### config.mk
export PLATFORM = sky130hd
export DESIGN_NAME = fastrst_port
export DESIGN_NICKNAME = d
export VERILOG_FILES = /design/src/rtl/fastrst_pkg.sv /design/src/rtl/fastrst_regs.sv /design/src/rtl/fastrst_seq.sv /design/src/rtl/fastrst_outstage.sv /design/src/rtl/fastrst_port.sv
export SDC_FILE = /design/constraint.sdc
export NUM_CORES = 1
export LEC_CHECK = 0
export CORE_AREA = 4 4 51 53
export CTS_CLUSTER_SIZE = 28
export DETAILED_ROUTE_END_ITERATION = 12
export DIE_AREA = 0 0 55 57
export PLACE_DENSITY_LB_ADDON = 0.1
export SETUP_SLACK_MARGIN = 0.4
export SLEW_MARGIN = 20
export SYNTH_ARGS = -nofsm -noshare
export SYNTH_HDL_FRONTEND = slang
export SYNTH_SLANG_ARGS = --single-unit
### constraint.sdc
create_clock -name clk -period 3.15 [get_ports clk]
set_input_delay 0.7875 -clock clk [delete_from_list [all_inputs] [get_ports clk]]
set_output_delay 0.7875 -clock clk [all_outputs]
set_load 0.02 [all_outputs]
### src/rtl/fastrst_pkg.sv
package fastrst_pkg;

  // Sequencer states for the timed reset pulse
  typedef enum logic [1:0] {
    ST_IDLE  = 2'd0,
    ST_DELAY = 2'd1,
    ST_PULSE = 2'd2,
    ST_DONE  = 2'd3
  } fr_state_t;

  // Read-only upper six bits of the register (bits 7:2)
  localparam logic [5:0] FR_FIXED_HI = 6'b001001;

  // Register width
  localparam int FR_DATA_W = 8;

endpackage

### src/rtl/fastrst_regs.sv
module fastrst_regs
  import fastrst_pkg::*;
#(
  parameter int          ADDR_W    = 16,
  parameter logic [15:0] PORT_ADDR = 16'h0092
) (
  input  logic                 clk,
  input  logic                 rst_n,
  input  logic [ADDR_W-1:0]    bus_addr,
  input  logic                 bus_wr,
  input  logic                 bus_rd,
  input  logic [FR_DATA_W-1:0] bus_wdata,
  output logic [FR_DATA_W-1:0] bus_rdata,
  output logic                 arm_bit,
  output logic                 arm_set,
  output logic                 arm_clr,
  output logic                 a20_out
);

  localparam logic [ADDR_W-1:0] HIT_ADDR = ADDR_W'(PORT_ADDR);

  logic hit;
  logic wr_hit;
  logic arm_q;
  logic a20_q;

  assign hit    = (bus_addr == HIT_ADDR);
  assign wr_hit = bus_wr && hit;

  always_ff @(posedge clk) begin
    if (!rst_n) begin
      arm_q <= 1'b0;
      a20_q <= 1'b0;
    end else if (wr_hit) begin
      arm_q <= bus_wdata[0];
      a20_q <= bus_wdata[1];
    end
  end

  // Arming happens on the 0 -> 1 transition only; clearing on any write of 0
  assign arm_set = wr_hit && bus_wdata[0] && !arm_q;
  assign arm_clr = wr_hit && !bus_wdata[0];
  assign arm_bit = arm_q;
  assign a20_out = a20_q;

  always_comb begin
    if (bus_rd && hit) bus_rdata = {FR_FIXED_HI, a20_q, arm_q};
    else               bus_rdata = '0;
  end

  // the gate line follows the data of the last accepted write
  a_r4_a20_tracks: assert property (@(posedge clk) disable iff (!rst_n)
    wr_hit |=> (a20_out == $past(bus_wdata[1])));

endmodule

### src/rtl/fastrst_seq.sv
module fastrst_seq
  import fastrst_pkg::*;
#(
  parameter int DLY_CYC = 700,
  parameter int PW_CYC  = 300
) (
  input  logic clk,
  input  logic rst_n,
  input  logic arm_set,
  input  logic arm_clr,
  input  logic arm_bit,
  input  logic port_en,
  output logic pulse_n
);

  localparam int MAX_CYC = (DLY_CYC > PW_CYC) ? DLY_CYC : PW_CYC;
  localparam int CNT_W   = $clog2(MAX_CYC + 1);
  localparam logic [CNT_W-1:0] DLY_LAST = CNT_W'(DLY_CYC - 1);
  localparam logic [CNT_W-1:0] PW_LAST  = CNT_W'(PW_CYC - 1);

  fr_state_t        state_q, state_d;
  logic [CNT_W-1:0] cnt_q, cnt_d;
  logic             pulse_n_q;

  always_comb begin
    state_d = state_q;
    cnt_d   = cnt_q;
    unique case (state_q)
      ST_IDLE: begin
        cnt_d = '0;
        if (arm_set) state_d = port_en ? ST_DELAY : ST_DONE;
      end
      ST_DELAY: begin
        if (arm_clr) begin
          state_d = ST_IDLE;
          cnt_d   = '0;
        end else if (!port_en) begin
          state_d = ST_DONE;
          cnt_d   = '0;
        end else if (cnt_q == DLY_LAST) begin
          state_d = ST_PULSE;
          cnt_d   = '0;
        end else begin
          cnt_d = cnt_q + CNT_W'(1);
        end
      end
      ST_PULSE: begin
        if (arm_clr) begin
          state_d = ST_IDLE;
          cnt_d   = '0;
        end else if (!port_en) begin
          state_d = ST_DONE;
          cnt_d   = '0;
        end else if (cnt_q == PW_LAST) begin
          state_d = ST_DONE;
          cnt_d   = '0;
        end else begin
          cnt_d = cnt_q + CNT_W'(1);
        end
      end
      ST_DONE: begin
        cnt_d = '0;
        if (arm_clr || !arm_bit) state_d = ST_IDLE;
      end
      default: begin
        state_d = ST_IDLE;
        cnt_d   = '0;
      end
    endcase
  end

  always_ff @(posedge clk) begin
    if (!rst_n) begin
      state_q   <= ST_IDLE;
      cnt_q     <= '0;
      pulse_n_q <= 1'b1;
    end else begin
      state_q   <= state_d;
      cnt_q     <= cnt_d;
      pulse_n_q <= (state_d != ST_PULSE);
    end
  end

  assign pulse_n = pulse_n_q;

  // the output only goes active straight out of the delay phase
  a_r5_after_delay: assert property (@(posedge clk) disable iff (!rst_n)
    $fell(pulse_n_q) |-> ($past(state_q) == ST_DELAY));

  // a spent sequencer stays spent while the arm bit is held at 1
  a_r6_hold_done: assert property (@(posedge clk) disable iff (!rst_n)
    (state_q == ST_DONE && arm_bit && !arm_clr) |=> (state_q == ST_DONE));

  // a clearing write releases the pulse on the next edge
  a_r7_abort: assert property (@(posedge clk) disable iff (!rst_n)
    arm_clr |=> pulse_n_q);

  // no active pulse after a cycle with the port disabled
  a_r8_disable_quiet: assert property (@(posedge clk) disable iff (!rst_n)
    !port_en |=> pulse_n_q);

endmodule

### src/rtl/fastrst_outstage.sv
module fastrst_outstage (
  input  logic pulse_n,
  input  logic kbc_rst_n,
  input  logic rst_pol,
  output logic sys_rst_out
);

  logic comb_rst_n;

  // either source drives the combined reset active
  assign comb_rst_n  = pulse_n & kbc_rst_n;
  // polarity stage
  assign sys_rst_out = rst_pol ? ~comb_rst_n : comb_rst_n;

  always_comb begin
    if (!kbc_rst_n) a_r9_kbc_wins: assert (sys_rst_out == rst_pol);
  end

endmodule

### src/rtl/fastrst_port.sv
module fastrst_port
  import fastrst_pkg::*;
#(
  parameter int          ADDR_W    = 16,
  parameter logic [15:0] PORT_ADDR = 16'h0092,
  parameter int          DLY_CYC   = 700,
  parameter int          PW_CYC    = 300
) (
  input  logic              clk,
  input  logic              rst_n,
  input  logic [ADDR_W-1:0] bus_addr,
  input  logic              bus_wr,
  input  logic              bus_rd,
  input  logic [7:0]        bus_wdata,
  output logic [7:0]        bus_rdata,
  input  logic              port_en,
  input  logic              kbc_rst_n,
  input  logic              rst_pol,
  output logic              a20_out,
  output logic              sys_rst_out
);

  logic arm_bit;
  logic arm_set;
  logic arm_clr;
  logic pulse_n;

  fastrst_regs #(
    .ADDR_W    (ADDR_W),
    .PORT_ADDR (PORT_ADDR)
  ) u_regs (
    .clk       (clk),
    .rst_n     (rst_n),
    .bus_addr  (bus_addr),
    .bus_wr    (bus_wr),
    .bus_rd    (bus_rd),
    .bus_wdata (bus_wdata),
    .bus_rdata (bus_rdata),
    .arm_bit   (arm_bit),
    .arm_set   (arm_set),
    .arm_clr   (arm_clr),
    .a20_out   (a20_out)
  );

  fastrst_seq #(
    .DLY_CYC (DLY_CYC),
    .PW_CYC  (PW_CYC)
  ) u_seq (
    .clk     (clk),
    .rst_n   (rst_n),
    .arm_set (arm_set),
    .arm_clr (arm_clr),
    .arm_bit (arm_bit),
    .port_en (port_en),
    .pulse_n (pulse_n)
  );

  fastrst_outstage u_out (
    .pulse_n     (pulse_n),
    .kbc_rst_n   (kbc_rst_n),
    .rst_pol     (rst_pol),
    .sys_rst_out (sys_rst_out)
  );

endmodule

After elaboration in Yosys (flattened, before gate mapping):

Cells that the tools add are included.

* output and inout port bits: 10
* logic and storage cells: 44
* flip-flop bits (word level): 15

* multiplexer cells: 19
* add/subtract/negate cells: 1
* equality and inequality tests: 7
* bitwise gates (word level): 2
* reduce and logical (&&, ||, !) cells: 10

Operators by type and width (count)
* 2-to-1 mux 10 bit: 6
* case mux 10 bit (3 select lines): 1
* 2-to-1 mux 2 bit: 9
* == test 16 x 8 -> 1 bit (second input constant): 1
* adder 10 x 1 -> 10 bit (second input constant): 1
* == test 10 bit (second input constant): 1
* == test 10 x 9 -> 1 bit (second input constant): 1
* case mux 2 bit (4 select lines): 1
* 2-to-1 mux 6 bit: 1
* logical AND 1 bit: 5
* == test 2 bit (second input constant): 2
* == test 2 x 1 -> 1 bit (second input constant): 1
* zero test 1 bit: 2
* zero test 2 bit: 1
* != test 2 bit (second input constant): 1
* OR reduction 2 bit: 1
* AND 1 bit: 1
* logical OR 1 bit: 1
* 2-to-1 mux 1 bit: 1
* NOT 1 bit: 1

Depth between registers and ports, before layout:

* depth in word-level cells: 7
* gate-level depth with buffers: 7
* mapped depth without buffers: 6

Modules after synthesis:

From an unflattened synthesis, not the netlist that was laid out.

* cell total of the unflattened synthesis: 104
* area, all modules: 959.7 µm²

Modules (own cells, without submodules)
* fastrst_seq: cells each 74, area an instance 714.4 µm², seq. area each 260.2 µm², times used 1
* fastrst_regs: cells each 28, area an instance 232.7 µm², seq. area each 40.0 µm², times used 1
* fastrst_outstage: cells each 2, area an instance 12.5 µm², seq. area each 0.0 µm², times used 1

Worst setup path after synthesis:

OpenSTA, ideal clock, no wires.

* kind: input -> output
* start point: in bus_addr[8]
* end point: out bus_rdata[5]
* buffers on the path: 1
* slack: 0.524 ns
* arrival time: 1.838 ns
* cell stages on the path: 4
* cells stage by stage: nor4b_1 -> and4_1 -> and2_1 -> buf_4

* word-level cells in the longest chain between the ends: 3

RTL lines
* start: declaration: line fastrst_port.sv:11 `input logic [ADDR_W-1:0] bus_addr,`
* == test 16 x 8 -> 1 bit: line fastrst_regs.sv:27 `assign hit = (bus_addr == HIT_ADDR);`
* logical AND 1 bit: line fastrst_regs.sv:47 `if (bus_rd && hit) bus_rdata = {FR_FIXED_HI, a20_q, arm_q};`
* 2-to-1 mux 6 bit: line fastrst_regs.sv:47
* end: declaration: line fastrst_port.sv:15 `output logic [7:0] bus_rdata,`

No other way between the ends.

Worst setup path in the final report:

* start point: in bus_addr[8]
* end point: out bus_rdata[0]

Same word-level chain as after synthesis.

==> summary.txt <==
Setup path
  • Critical Path Sink Type: primary output
  • Worst path arrival time: 1910 ps
  • CP max stage delay: around 280 ps
  • Crit Path Max Fanout: 3
  • Startpoint Class: input pin
  • Worst path most repeated cell: buf_6
  • Critical path type: in2out
  • Reg-to-reg setup timing slack: roughly 1200 ps
  • Worst-path cell chain: clkdlybuf4s15_1 -> nor4b_4 -> and4_4 -> buf_6 -> and3_4 -> buf_6
  • CP required: approximately 2400 ps
  • Slowest cell on the critical path: nor4b_4

Die
  • Die width: 55 microns
  • Die footprint: approximately 3100 sq um
  • Die H: approximately 57 microns
  • IO Pins: 41
  • Num rows: 17
  • Core area: between 2000 and 2500 sq um
  • Initial Util: between 40 and 50%

Power and ir drop
  • Power Density: approximately 260 nW/um^2
  • Leakage: 0.528 nW
  • Total chip power: approximately 0.00035 W
  • Max IR drop VDD: around 0.00017 V

Logic synthesis
  • Distinct cell type count after synthesis: 40
  • Cell Area, Synth: roughly 900 sq um
  • Synth Instances: 97
  • Ys flop type: dfxtp_1
  • Post-synth EDFFs: 0
  • Seq/Total Area, Yosys: about a third
  • Ys async rst share: 0%
  • Syn Area/Cell: a little over 9 sq um
  • Synthesis warning total: 0
  • #FFs+latches synth: 15

Placement
  • Pre-CTS WS: -339 ps
  • Dpl cells: roughly 160
  • Area after DPL: ~1200 sq um
  • HPWL Detailed: ~1.5 mm
  • RePlAce Congestion: roughly 0.74
  • I/O Buffers: 30

Timing
  • Fmax: ~370 MHz
  • # setup viols final: 0
  • Hold Vio Cnt, Final: 0
  • Unrepaired setup endpoints after global routing: false
  • Clock skew: between 3 and 4 ps
  • Tmin final: 2700 ps
  • Fin crit share: between 80% and 90%
  • Max Slew Vio Count: 0
  • PnR worst setup slack: around 450 ps

Global route
  • Vias in the first global route: 858
  • Overall Global Routing Usage: around 14%
  • Largest net degree at the start of global routing: 11
  • First-pass GRT wire length: 3.40 mm
  • Initial antenna violation count: 0
  • Remaining global-route overflow: 0

CTS
  • CTS tree: built
  • Total CTS buffers: 3
  • Clk root buf: clkbuf_4
  • CTS max path bufs: 2
  • Post-CTS Hold Fix Bufs: 0
  • # clock sinks: 15
  • Worst-path clk slew: about 90 ps
  • H-tree Lvls: 1
  • Clock Latency Late Sink: 270 ps

Route
  • Vias: between 800 and 900
  • Wirelength per Cell: 11.8 microns
  • Drt first pass iters: 4
  • Post-route ant nets: 0
  • Vias/cell: between 4 and 5
  • Drt total wl: ~2.0 mm
  • DRC: 0
  • Initial drt markers: 10

Final layout
  • Finished Layout Cells: between 150 and 200
  • Area Overhead vs Synth: 51.4%
  • Fin util: 62.6%
  • Nets: ~170
  • Final Cell Area: 1350 sq um
  • Commonest cells after routing, fill and taps aside: 15 x dfxtp_1, 13 x buf_4, 9 x nor2_2, 9 x clkdlybuf4s50_1
  • Commonest non-fill, non-tap cell in the layout: dfxtp_1
  • Antenna cells: 0
  • Fraction of layout cells with a size suffix above 1: between 30% and 40%

Run
  • Max Cap Violations: 0

Worst hold path
  • HP Class: reg2reg

Run status
  • Status: finished, final reports clean
## worst paths after layout
path,from,endpoint,cells after the start
setup / recovery,bus_addr[8],bus_rdata[0],6
hold / removal,u_seq.cnt_q[0]$_SDFF_PN0_,u_seq.cnt_q[0]$_SDFF_PN0_,1
setup reg to reg,u_seq.cnt_q[0]$_SDFF_PN0_,u_seq.cnt_q[6]$_SDFF_PN0_,7
hold reg to reg,u_seq.cnt_q[0]$_SDFF_PN0_,u_seq.cnt_q[0]$_SDFF_PN0_,1
## synth_stat cells (all sizes together) (2+ instances only)
cell	count	area, sq um
and3	3	20.0
and4	2	18.8
buf	7	60.1
dfxtp	15	300
nand2	7	26.3
nand2b	2	12.5
nand3	5	25.0
nand4	3	18.8
nor2	15	86.3
nor2b	2	12.5
nor4	2	12.5
nor4b	4	35.0
xnor2	3	26.3
xor2	6	52.6
## metrics by stage
step | hold WS (ps) | TNS (ps)
final | 497 | 0
after global routing | 536 | 0
after CTS | 501 | 0
after detailed placement | 482 | -1310
after global placement | 473 | -1240
after floorplan | 451 | 0
## timing repair
item	4_1_cts	5_1_grt
pin swaps	5	5
endpoints found under the setup margin	5	3
resized for setup	54	12
setup buffers	6	3
## flip-flops by register name, summed over array words and instances (netlist names)
signal	count
u_seq.pulse_n	1
u_regs.arm_bit	1
u_seq.state_q	2
u_seq.cnt_q	10
u_regs.a20_out	1
## cells by family (layout without fill, tap and decap cells)
family | Yosys count | after routing | share of synthesized area [%]
AO/OA/AOI/OAI | 10 | 10 | 9.86
XOR/XNOR | 9 | 9 | 8.87
adder cells (fa/ha/maj) | 1 | 1 | 1.41
buffers and inverters | 9 | 50 | 7.61
flip-flops | 15 | 15 | 33.8
multiplexers | 1 | 1 | 1.13
other | 1 | 4 | 0.422
AND/OR/NAND/NOR | 51 | 51 | 36.9
## metal layers
layer	wire [microns]	global-route usage [%]	vias up
li1	-	-	428
met4	14	4.86	0
met5	0	0	-
met1	859	17.4	382
met2	915	22.1	32
met3	207	6.27	2
## cell type report
cell class / instances / area, sq um
Fill cell: 175 / 803
Multi-Input combinational cell: 76 / 604
Timing Repair Buffer: 44 / 370
Sequential cell: 15 / 300
Tap cell: 28 / 35.0
Clock buffer: 3 / 22.5
Inverter: 2 / 7.51
Clock inverter: 1 / 5.00
## report_power, final
part	total [W]	internal, W	switching, W
logic	0.0000518	0.0000311	0.0000207
registers	0.000189	0.000189	0.000000000734
clock network	0.000106	0.0000470	0.0000591
## critical path: cells and delay by family
family | cells | cell delay [ps]
and+or+nand+nor | 3 | 720
buffers and inverters | 3 | 410
(Power assumes the default switching activity.)
